===== src/rtl/blw_pkg.sv =====
package blw_pkg;
   typedef enum logic [1:0] {
      WIN_NONE = 2'd0,
      WIN_CTRL = 2'd1,
      WIN_TGT  = 2'd2
   } win_sel_e;
endpackage


===== src/rtl/blw_decode.sv =====
module blw_decode
   import blw_pkg::*;
#(
   parameter int ADDR_W    = 8,
   parameter int BOFF      = 2,
   parameter int TGT_BASE  = 0,
   parameter int NUM_REGS  = 8,
   parameter int CTRL_ADDR = 'h40,
   parameter int IDX_W     = 3
) (
   input  logic [ADDR_W-1:0] addr,
   output win_sel_e          sel,
   output logic [IDX_W-1:0]  idx
);
   localparam logic [ADDR_W-1:0] CTRL_A = ADDR_W'(CTRL_ADDR);
   localparam logic [ADDR_W-1:0] TGT_A  = ADDR_W'(TGT_BASE);
   localparam logic [ADDR_W-1:0] NREG_A = ADDR_W'(NUM_REGS);

   logic [ADDR_W-1:0] off;
   logic [ADDR_W-1:0] word_off;
   logic              ctrl_hit;
   logic              tgt_hit;

   assign off      = addr - TGT_A;
   assign word_off = off >> BOFF;
   assign ctrl_hit = (addr[ADDR_W-1:BOFF] == CTRL_A[ADDR_W-1:BOFF]);
   assign tgt_hit  = (addr >= TGT_A) && (word_off < NREG_A);
   assign idx      = word_off[IDX_W-1:0];

   always_comb begin
      if (ctrl_hit)     sel = WIN_CTRL;
      else if (tgt_hit) sel = WIN_TGT;
      else              sel = WIN_NONE;
   end
endmodule


===== src/rtl/blw_lane_ctrl.sv =====
module blw_lane_ctrl #(
   parameter int LANES = 4
) (
   input  logic             clk,
   input  logic             rst_n,
   input  logic             wr_en,
   input  logic [LANES-1:0] wr_mask,
   output logic [LANES-1:0] mask_q
);
   always_ff @(posedge clk) begin
      if (!rst_n)     mask_q <= '1;
      else if (wr_en) mask_q <= wr_mask;
   end
endmodule


===== src/rtl/blw_reg_file.sv =====
module blw_reg_file #(
   parameter int DATA_W   = 32,
   parameter int LANES    = 4,
   parameter int NUM_REGS = 8,
   parameter int IDX_W    = 3
) (
   input  logic                       clk,
   input  logic                       rst_n,
   input  logic                       wr_en,
   input  logic [IDX_W-1:0]           wr_idx,
   input  logic [LANES-1:0]           wr_lanes,
   input  logic [DATA_W-1:0]          wdata,
   output logic [NUM_REGS*DATA_W-1:0] regs_flat
);
   for (genvar r = 0; r < NUM_REGS; r++) begin : g_word
      logic word_sel;
      assign word_sel = wr_en && (wr_idx == IDX_W'(r));
      for (genvar l = 0; l < LANES; l++) begin : g_lane
         logic [7:0] byte_q;
         always_ff @(posedge clk) begin
            if (!rst_n)                       byte_q <= '0;
            else if (word_sel && wr_lanes[l]) byte_q <= wdata[l*8 +: 8];
         end
         assign regs_flat[r*DATA_W + l*8 +: 8] = byte_q;
      end
   end
endmodule


===== src/rtl/byte_lane_wr_bridge.sv =====
module byte_lane_wr_bridge
   import blw_pkg::*;
#(
   parameter int ADDR_W    = 8,
   parameter int DATA_W    = 32,
   parameter int NUM_REGS  = 8,
   parameter int TGT_BASE  = 'h00,
   parameter int CTRL_ADDR = 'h40,
   parameter int MASK_LSB  = 3
) (
   input  logic              clk,
   input  logic              rst_n,
   input  logic [ADDR_W-1:0] bus_addr,
   input  logic [DATA_W-1:0] bus_wdata,
   input  logic              bus_we,
   output logic [DATA_W-1:0] bus_rdata
);
   localparam int LANES = DATA_W / 8;
   localparam int BOFF  = $clog2(LANES);
   localparam int IDX_W = $clog2(NUM_REGS);

   if (DATA_W % 8 != 0 || (1 << BOFF) != LANES) begin : g_bad_width
      $error("DATA_W must be a power-of-two number of bytes");
   end
   if (MASK_LSB + LANES > DATA_W) begin : g_bad_mask
      $error("lane mask field does not fit in the data word");
   end
   if (NUM_REGS < 2) begin : g_bad_depth
      $error("NUM_REGS must be at least 2");
   end
   if (TGT_BASE % LANES != 0 || CTRL_ADDR % LANES != 0) begin : g_bad_align
      $error("window addresses must be word aligned");
   end

   win_sel_e                   sel;
   logic [IDX_W-1:0]           idx;
   logic [LANES-1:0]           mask_q;
   logic [NUM_REGS*DATA_W-1:0] regs_flat;
   logic [DATA_W-1:0]          ctrl_word;

   blw_decode #(
      .ADDR_W(ADDR_W), .BOFF(BOFF), .TGT_BASE(TGT_BASE),
      .NUM_REGS(NUM_REGS), .CTRL_ADDR(CTRL_ADDR), .IDX_W(IDX_W)
   ) u_decode (
      .addr (bus_addr),
      .sel  (sel),
      .idx  (idx)
   );

   blw_lane_ctrl #(.LANES(LANES)) u_ctrl (
      .clk     (clk),
      .rst_n   (rst_n),
      .wr_en   (bus_we && (sel == WIN_CTRL)),
      .wr_mask (bus_wdata[MASK_LSB +: LANES]),
      .mask_q  (mask_q)
   );

   blw_reg_file #(
      .DATA_W(DATA_W), .LANES(LANES), .NUM_REGS(NUM_REGS), .IDX_W(IDX_W)
   ) u_regs (
      .clk       (clk),
      .rst_n     (rst_n),
      .wr_en     (bus_we && (sel == WIN_TGT)),
      .wr_idx    (idx),
      .wr_lanes  (mask_q),
      .wdata     (bus_wdata),
      .regs_flat (regs_flat)
   );

   assign ctrl_word = DATA_W'(mask_q) << MASK_LSB;

   always_comb begin
      case (sel)
         WIN_CTRL: bus_rdata = ctrl_word;
         WIN_TGT:  bus_rdata = regs_flat[idx*DATA_W +: DATA_W];
         default:  bus_rdata = '0;
      endcase
   end
endmodule


===== config.mk =====
export PLATFORM = sky130hd
export DESIGN_NAME = byte_lane_wr_bridge
export DESIGN_NICKNAME = d
export VERILOG_FILES = /design/src/rtl/blw_pkg.sv /design/src/rtl/blw_decode.sv /design/src/rtl/blw_lane_ctrl.sv /design/src/rtl/blw_reg_file.sv /design/src/rtl/byte_lane_wr_bridge.sv
export SDC_FILE = /design/constraint.sdc
export NUM_CORES = 1
export LEC_CHECK = 0
export BUFFER_PORTS_ARGS = -buffer_cell sky130_fd_sc_hd__buf_2
export CAP_MARGIN = 5
export CORE_MARGIN = 2
export CORE_UTILIZATION = 57
export CTS_CLUSTER_DIAMETER = 40
export DETAILED_ROUTE_END_ITERATION = 10
export GPL_TIMING_DRIVEN = 0
export PLACE_DENSITY_LB_ADDON = 0.15
export REMOVE_ABC_BUFFERS = 1
export SETUP_SLACK_MARGIN = 0.4
export SLEW_MARGIN = 20
export SYNTH_ARGS = -nofsm -noshare
export SYNTH_HDL_FRONTEND = slang
export SYNTH_SLANG_ARGS = --single-unit
export TNS_END_PERCENT = 1

===== constraint.sdc =====
create_clock -name clk -period 3.19 [get_ports clk]
set_input_delay 0.638 -clock clk [delete_from_list [all_inputs] [get_ports clk]]
set_output_delay 0.638 -clock clk [all_outputs]
set_load 0.005 [all_outputs]

== Yosys cells after proc, flatten, opt, wreduce, memory -nomap -nowiden ==
Cells that the tools add are included.

* Register bits after elaboration: 260
* Input port bits: 43
* Output and inout bits: 32

* Order comparisons: 2
* Equal/unequal tests: 10
* Shift operators: 1
* Muxes and demuxes: 3
* Reduce and logical (&&, ||, !) cells: 44

{| class="wikitable"
|+ Operator list
! kind !! count
|-
| 256-bit by 9-bit variable part select with 32-bit output || 1
|-
| 32-bit case mux with 2 select lines || 1
|-
| 1-bit logical AND || 43
|-
| 3-bit equality test, second input constant || 4
|-
| 8-bit by 1-bit greater-or-equal comparator with 1-bit output, second input constant || 1
|-
| 3-bit by 2-bit equality test with 1-bit output, second input constant || 2
|-
| 6-bit by 5-bit equality test with 1-bit output, second input constant || 1
|-
| 6-bit by 4-bit less-than comparator with 1-bit output, second input constant || 1
|-
| 2-bit 2-to-1 mux || 2
|-
| 3-bit by 1-bit equality test with 1-bit output, second input constant || 1
|-
| 3-bit logical NOT || 1
|-
| 2-bit by 1-bit equality test with 1-bit output, second input constant || 1
|-
| 2-bit equality test, second input constant || 1
|}

== Longest topological paths before layout ==
* Depth after elaboration: 8
* Mapped depth: 7
* Mapped depth without buffers: 3

== Modules after synthesis ==
From an unflattened synthesis, not the netlist that was laid out.

* Cells, all modules: 1079
* Area total of the unflattened synthesis: 11633.7 sq um

{| class="wikitable"
|+ Modules (own cells, without submodules)
! module !! instances !! cells each !! area an instance (sq um) !! seq. area each (sq um)
|-
| blw_reg_file || 1 || 885 || 9228.9 || 5124.9
|-
| byte_lane_wr_bridge || 1 || 174 || 2209.6 || 0.0
|-
| blw_lane_ctrl || 1 || 13 || 140.1 || 80.1
|-
| blw_decode || 1 || 7 || 55.1 || 0.0
|}

== Worst setup path after synthesis ==
OpenSTA, ideal clock, no wires.

* Kind: in2out
* Start: input bus_addr[2]
* End: output bus_rdata[11]
* Data arrival time: 2099 ps
* Data required time: 2552 ps
* Slack: 453 ps
* Stages: 5
* Path buffers: 2
* Cells stage by stage: buf_2 buf_1 mux4_2 mux2i_1 nor2_1

* Cells in the longest elaborated chain, start to end: 6
* Elaborated cells on any way between the ends: 10

{| class="wikitable"
|+ RTL lines
! what !! RTL line !! RTL
|-
| start: declaration || byte_lane_wr_bridge.sv:13 || <nowiki>input logic [ADDR_W-1:0] bus_addr,</nowiki>
|-
| 8-bit by 1-bit greater-or-equal comparator with 1-bit output / 6-bit by 4-bit less-than comparator with 1-bit output (equally long branches) || blw_decode.sv:27 || <nowiki>assign tgt_hit = (addr >= TGT_A) && (word_off < NREG_A);</nowiki>
|-
| 1-bit logical AND || blw_decode.sv:27 ||
|-
| 2-bit 2-to-1 mux || blw_decode.sv:32 || <nowiki>else if (tgt_hit) sel = WIN_TGT;</nowiki>
|-
| 2-bit 2-to-1 mux || blw_decode.sv:31 || <nowiki>if (ctrl_hit) sel = WIN_CTRL;</nowiki>
|-
| 2-bit equality test / 2-bit by 1-bit equality test with 1-bit output (equally long branches) || byte_lane_wr_bridge.sv:73 || <nowiki>case (sel)</nowiki>
|-
| 32-bit case mux with 2 select lines (*) || byte_lane_wr_bridge.sv:73 ||
|-
| end: declaration || byte_lane_wr_bridge.sv:16 || <nowiki>output logic [DATA_W-1:0] bus_rdata</nowiki>
|}

Mark *: on every way between the ends. The rest lies on a longest branch, timed or not.

== Worst setup path in the final report ==
* Start: input bus_addr[4]
* End: output bus_rdata[4]

Same word-level chain as after synthesis.

==> impl_metrics.py <==
metrics = {
    "power": {
        "finalPower_mw": 8.03,
        "p_sw_mw": 1.95,
        "ir_drop_mv": 0.409,
        "power.internal_mw": 6.07,
        "seqPwrFrac_pct": 40.7,
        "pwr-share-clk_pct": 52.3,
        "switching_share_pct": 24.3,
        "p_per_area_nw_per_um2": 542,
        "leakagePower_nw": 5.88,
        "combPwrFrac_pct": 7.0,
    },
    "setup_path": {
        "cp_cell_sequence": "buf_8 -> buf_16 -> or4b_4 -> nor2_4 -> a32o_2 -> buf_2",
        "crit_path_end_kind": "output port",
        "arrival_ns": 2.12,
        "crit_slowest_cell": "or4b_4",
        "criticalPathCategory": "input port to output port",
        "cp.required_ns": 2.55,
        "slowest_delay_ns": 0.55,
        "crit_fanout": 20,
        "startpoint_type": "input port",
    },
    "final_layout": {
        "final_util_pct": 69.8,
        "areaGrowthSynthToFinish_pct": 19.3,
        "fill_cells": 1621,
        "final_cells": 1627,
        "multi_input_area_um2": 6740,
        "regArea_um2": 5200,
        "fin_nets": 1367,
        "drive_above_1_share_pct": 20.4,
    },
    "floorplanning": {
        "core_region_area_um2": 21200,
        "die_h_um": 152,
        "row_count": 53,
        "die_x_um": 152,
        "ios": 75,
        "dieArea_um2": 23000,
        "start_util_pct": 58.5,
    },
    "drt": {
        "routed_wirelength_mm": 35.2,
        "first_iter_violations": 882,
        "antenna_left": 0,
        "vias_per_cell": 6.34,
        "routed-via-count": 10300,
        "wl_per_cell_um": 21.6,
        "dr.pass1.iters": 5,
        "drc": 0,
    },
    "timing": {
        "fin_crit_sh_pct": 86.4,
        "fin_crit_ns": 2.76,
        "finalHoldViolCount": 0,
        "setup_violations": 0,
        "worst_pin_slew_ns": 0.833,
        "fmax_mhz": 363,
        "rsz0062_at_grt": "true",
        "clock_skew_ns": 0.0215,
        "max_slew_margin_pct": 43.7,
        "slew_violations": 0,
    },
    "logic_synthesis": {
        "avgSynthCellArea_um2": 9.68,
        "ys_seq_elements": 260,
        "yosysUniqueCellTypes": 33,
        "ys_warn_count": 0,
        "ys_seq_area_share_pct": 42.0,
        "syn_area_um2": 12400,
        "syn_inst": 1282,
    },
    "run_status": {
        "status": "completed",
    },
    "placement": {
        "place.port_buffers": 72,
        "post-place-cells": 1534,
        "finalWeightedCongestion": 0.719,
        "place_hpwl_mm": 19.2,
    },
    "clock_network": {
        "htree_levels": 2,
        "cts_root_buffer": "clkbuf_16",
        "cts-buffers-inserted": 40,
        "cts_tree": "yes",
        "worstSkewPairLatency_ns": 0.52,
        "clock_path_buffers": 3,
        "cts.sinks": 260,
        "cts.reportedPaths.clkPinSlew_ns": 0.06,
    },
    "grt": {
        "grt.overflow.total": 0,
        "grt_pass1_wl_mm": 53.8,
        "grt_max_degree": 126,
        "track_usage_pct": 30.4,
        "antenna_found_initial": 1,
        "grt_pass1_vias": 10000,
    },
    "min_path": {
        "hold_class": "input port to flop",
    },
    "flow_run": {
        "cap_viol_max_count": 0,
    },
}
==> synthesized netlist by cell type <==
master     number  area share (%)
dfxtp_1       260              42
nand2_1       167             5.1
mux2i_1       164              13
nand3_1       133             5.4
o21ai_0       132             5.3
a21boi_0      119             7.2
clkbuf_1       85             2.6
mux4_2         60              11
nor2_1         30            0.91
buf_1          24            0.73
buf_2          18            0.73
nand4b_1       12            0.85
a21boi_1        9            0.54
and4b_1         8            0.65
nor4bb_1        7            0.56
nor4b_1         5            0.35
or2_2           5            0.25
a21oi_1         4            0.16
a31oi_1         4            0.20
a32o_1          4            0.32
and4_1          4            0.28
nand4_1         4            0.20
nand4bb_1       4            0.36
nor4_1          4            0.20
or3_1           4            0.20
nor2b_1         3            0.15
buf_4           2            0.12
buf_6           2            0.18
inv_1           1           0.030
nor3_4          1            0.13
nor4b_2         1            0.12
or4b_1          1           0.081
or4b_2          1           0.081
==> cells in the final DEF, fill, tap and decap left out, types with 3 or more instances in the layout <==
master,n
nand4bb_1,4
mux4_2,60
nor2b_1,3
a21boi_0,119
nand4b_1,12
clkinv_2,4
o21ai_0,132
nor4bb_1,3
or2_2,5
nor2_1,29
clkinv_4,4
buf_16,9
bufbuf_16,9
nand3_1,133
nand2_1,167
inv_6,6
nor4b_2,4
a31oi_1,4
nor4bb_2,4
mux2i_1,164
a21boi_1,9
nand4_1,4
buf_4,20
clkinvlp_4,4
clkbuf_16,42
a21oi_1,4
or3_1,3
buf_2,87
and4b_1,8
and4_1,4
clkbuf_1,5
nor4_1,4
dfxtp_1,260
==> worst max-delay path, delay by kind of cell <==
family | cells | cell delay (ns)
buffers and inverters | 3 | 0.50
AO/OA/AOI/OAI | 1 | 0.20
AND/OR/NAND/NOR | 2 | 0.75
==> sequential cells by signal, summed over array words and instances (netlist names) <==
name                         count
u_ctrl.mask_q                    4
u_regs.g_word.g_lane.byte_q    256
==> metrics by stage <==
step	area (um^2)	TNS (ns)	setup slack [ns]	hold slack, ns
CTS	14700	0	0.374	0.409
global placement	12600	-3413.82	-21.79	0.439
global route	14800	0	0.386	0.419
detailed placement	13000	-0.499	-0.164	0.447
floorplan	11900	-1821.19	-11.65	0.432
finish	14800	0	0.434	0.413
==> power by group through the flow <==
stage	logic, mW	registers (mW)	clock network [mW]
floorplan	0.181	3.34	0
global placement	0.449	3.34	0
detailed placement	0.466	3.34	0
CTS	0.538	3.27	4.23
global route	0.590	3.27	4.38
finish	0.561	3.27	4.20
==> logic make-up after synthesis <==
| kind of cell | synth area share, % |
|---|---|
| compound gates | 13.8 |
| buf+inv | 4.36 |
| flops | 42.0 |
| mux | 24.1 |
| simple gates | 15.8 |
==> layout make-up <==
class	count	area share [%]
inverters	1	0.0254
diodes	1	0.0169
multi-input cells	890	45.5
well taps	275	2.32
repair buffers	131	8.27
clock buffers	48	7.24
clock inverters	21	1.41
flip-flops and latches	260	35.2
==> what timing repair did <==
| action | in CTS | in global routing |
|---|---|---|
| setup buffers | 2 | 11 |
| gates resized for setup | 12 | 2 |
| pin swaps | 0 | 3 |
| endpoints found under the setup margin | 20 | 4 |
| hold buffers | 0 | 0 |
| gates cloned | 9 | 1 |
==> worst paths after layout <==
path	startpoint	end	slack (ns)	cells past startpoint
worst max-delay path	bus_addr[4]	bus_rdata[4]	0.43	6
worst min-delay path	bus_wdata[30]	u_regs.g_word[3].g_lane[3].byte_q[6]$_SDFFE_PN0P_	0.41	3
worst max register to register	u_ctrl.mask_q[0]$_SDFFE_PN1P_	u_regs.g_word[0].g_lane[0].byte_q[3]$_SDFFE_PN0P_	1.36	2
worst min register to register	u_regs.g_word[5].g_lane[1].byte_q[6]$_SDFFE_PN0P_	u_regs.g_word[5].g_lane[1].byte_q[6]$_SDFFE_PN0P_	0.45	2
==> layer usage <==
layer	track usage [%]	up-vias	wire length, um
li1	-	4752	-
met1	39.4	5058	14700
met2	50.1	414	16800
met3	6.08	92	2610
met4	12.0	0	1050
met5	0	-	0
Note: power is estimated with default switching activity, not from simulation.
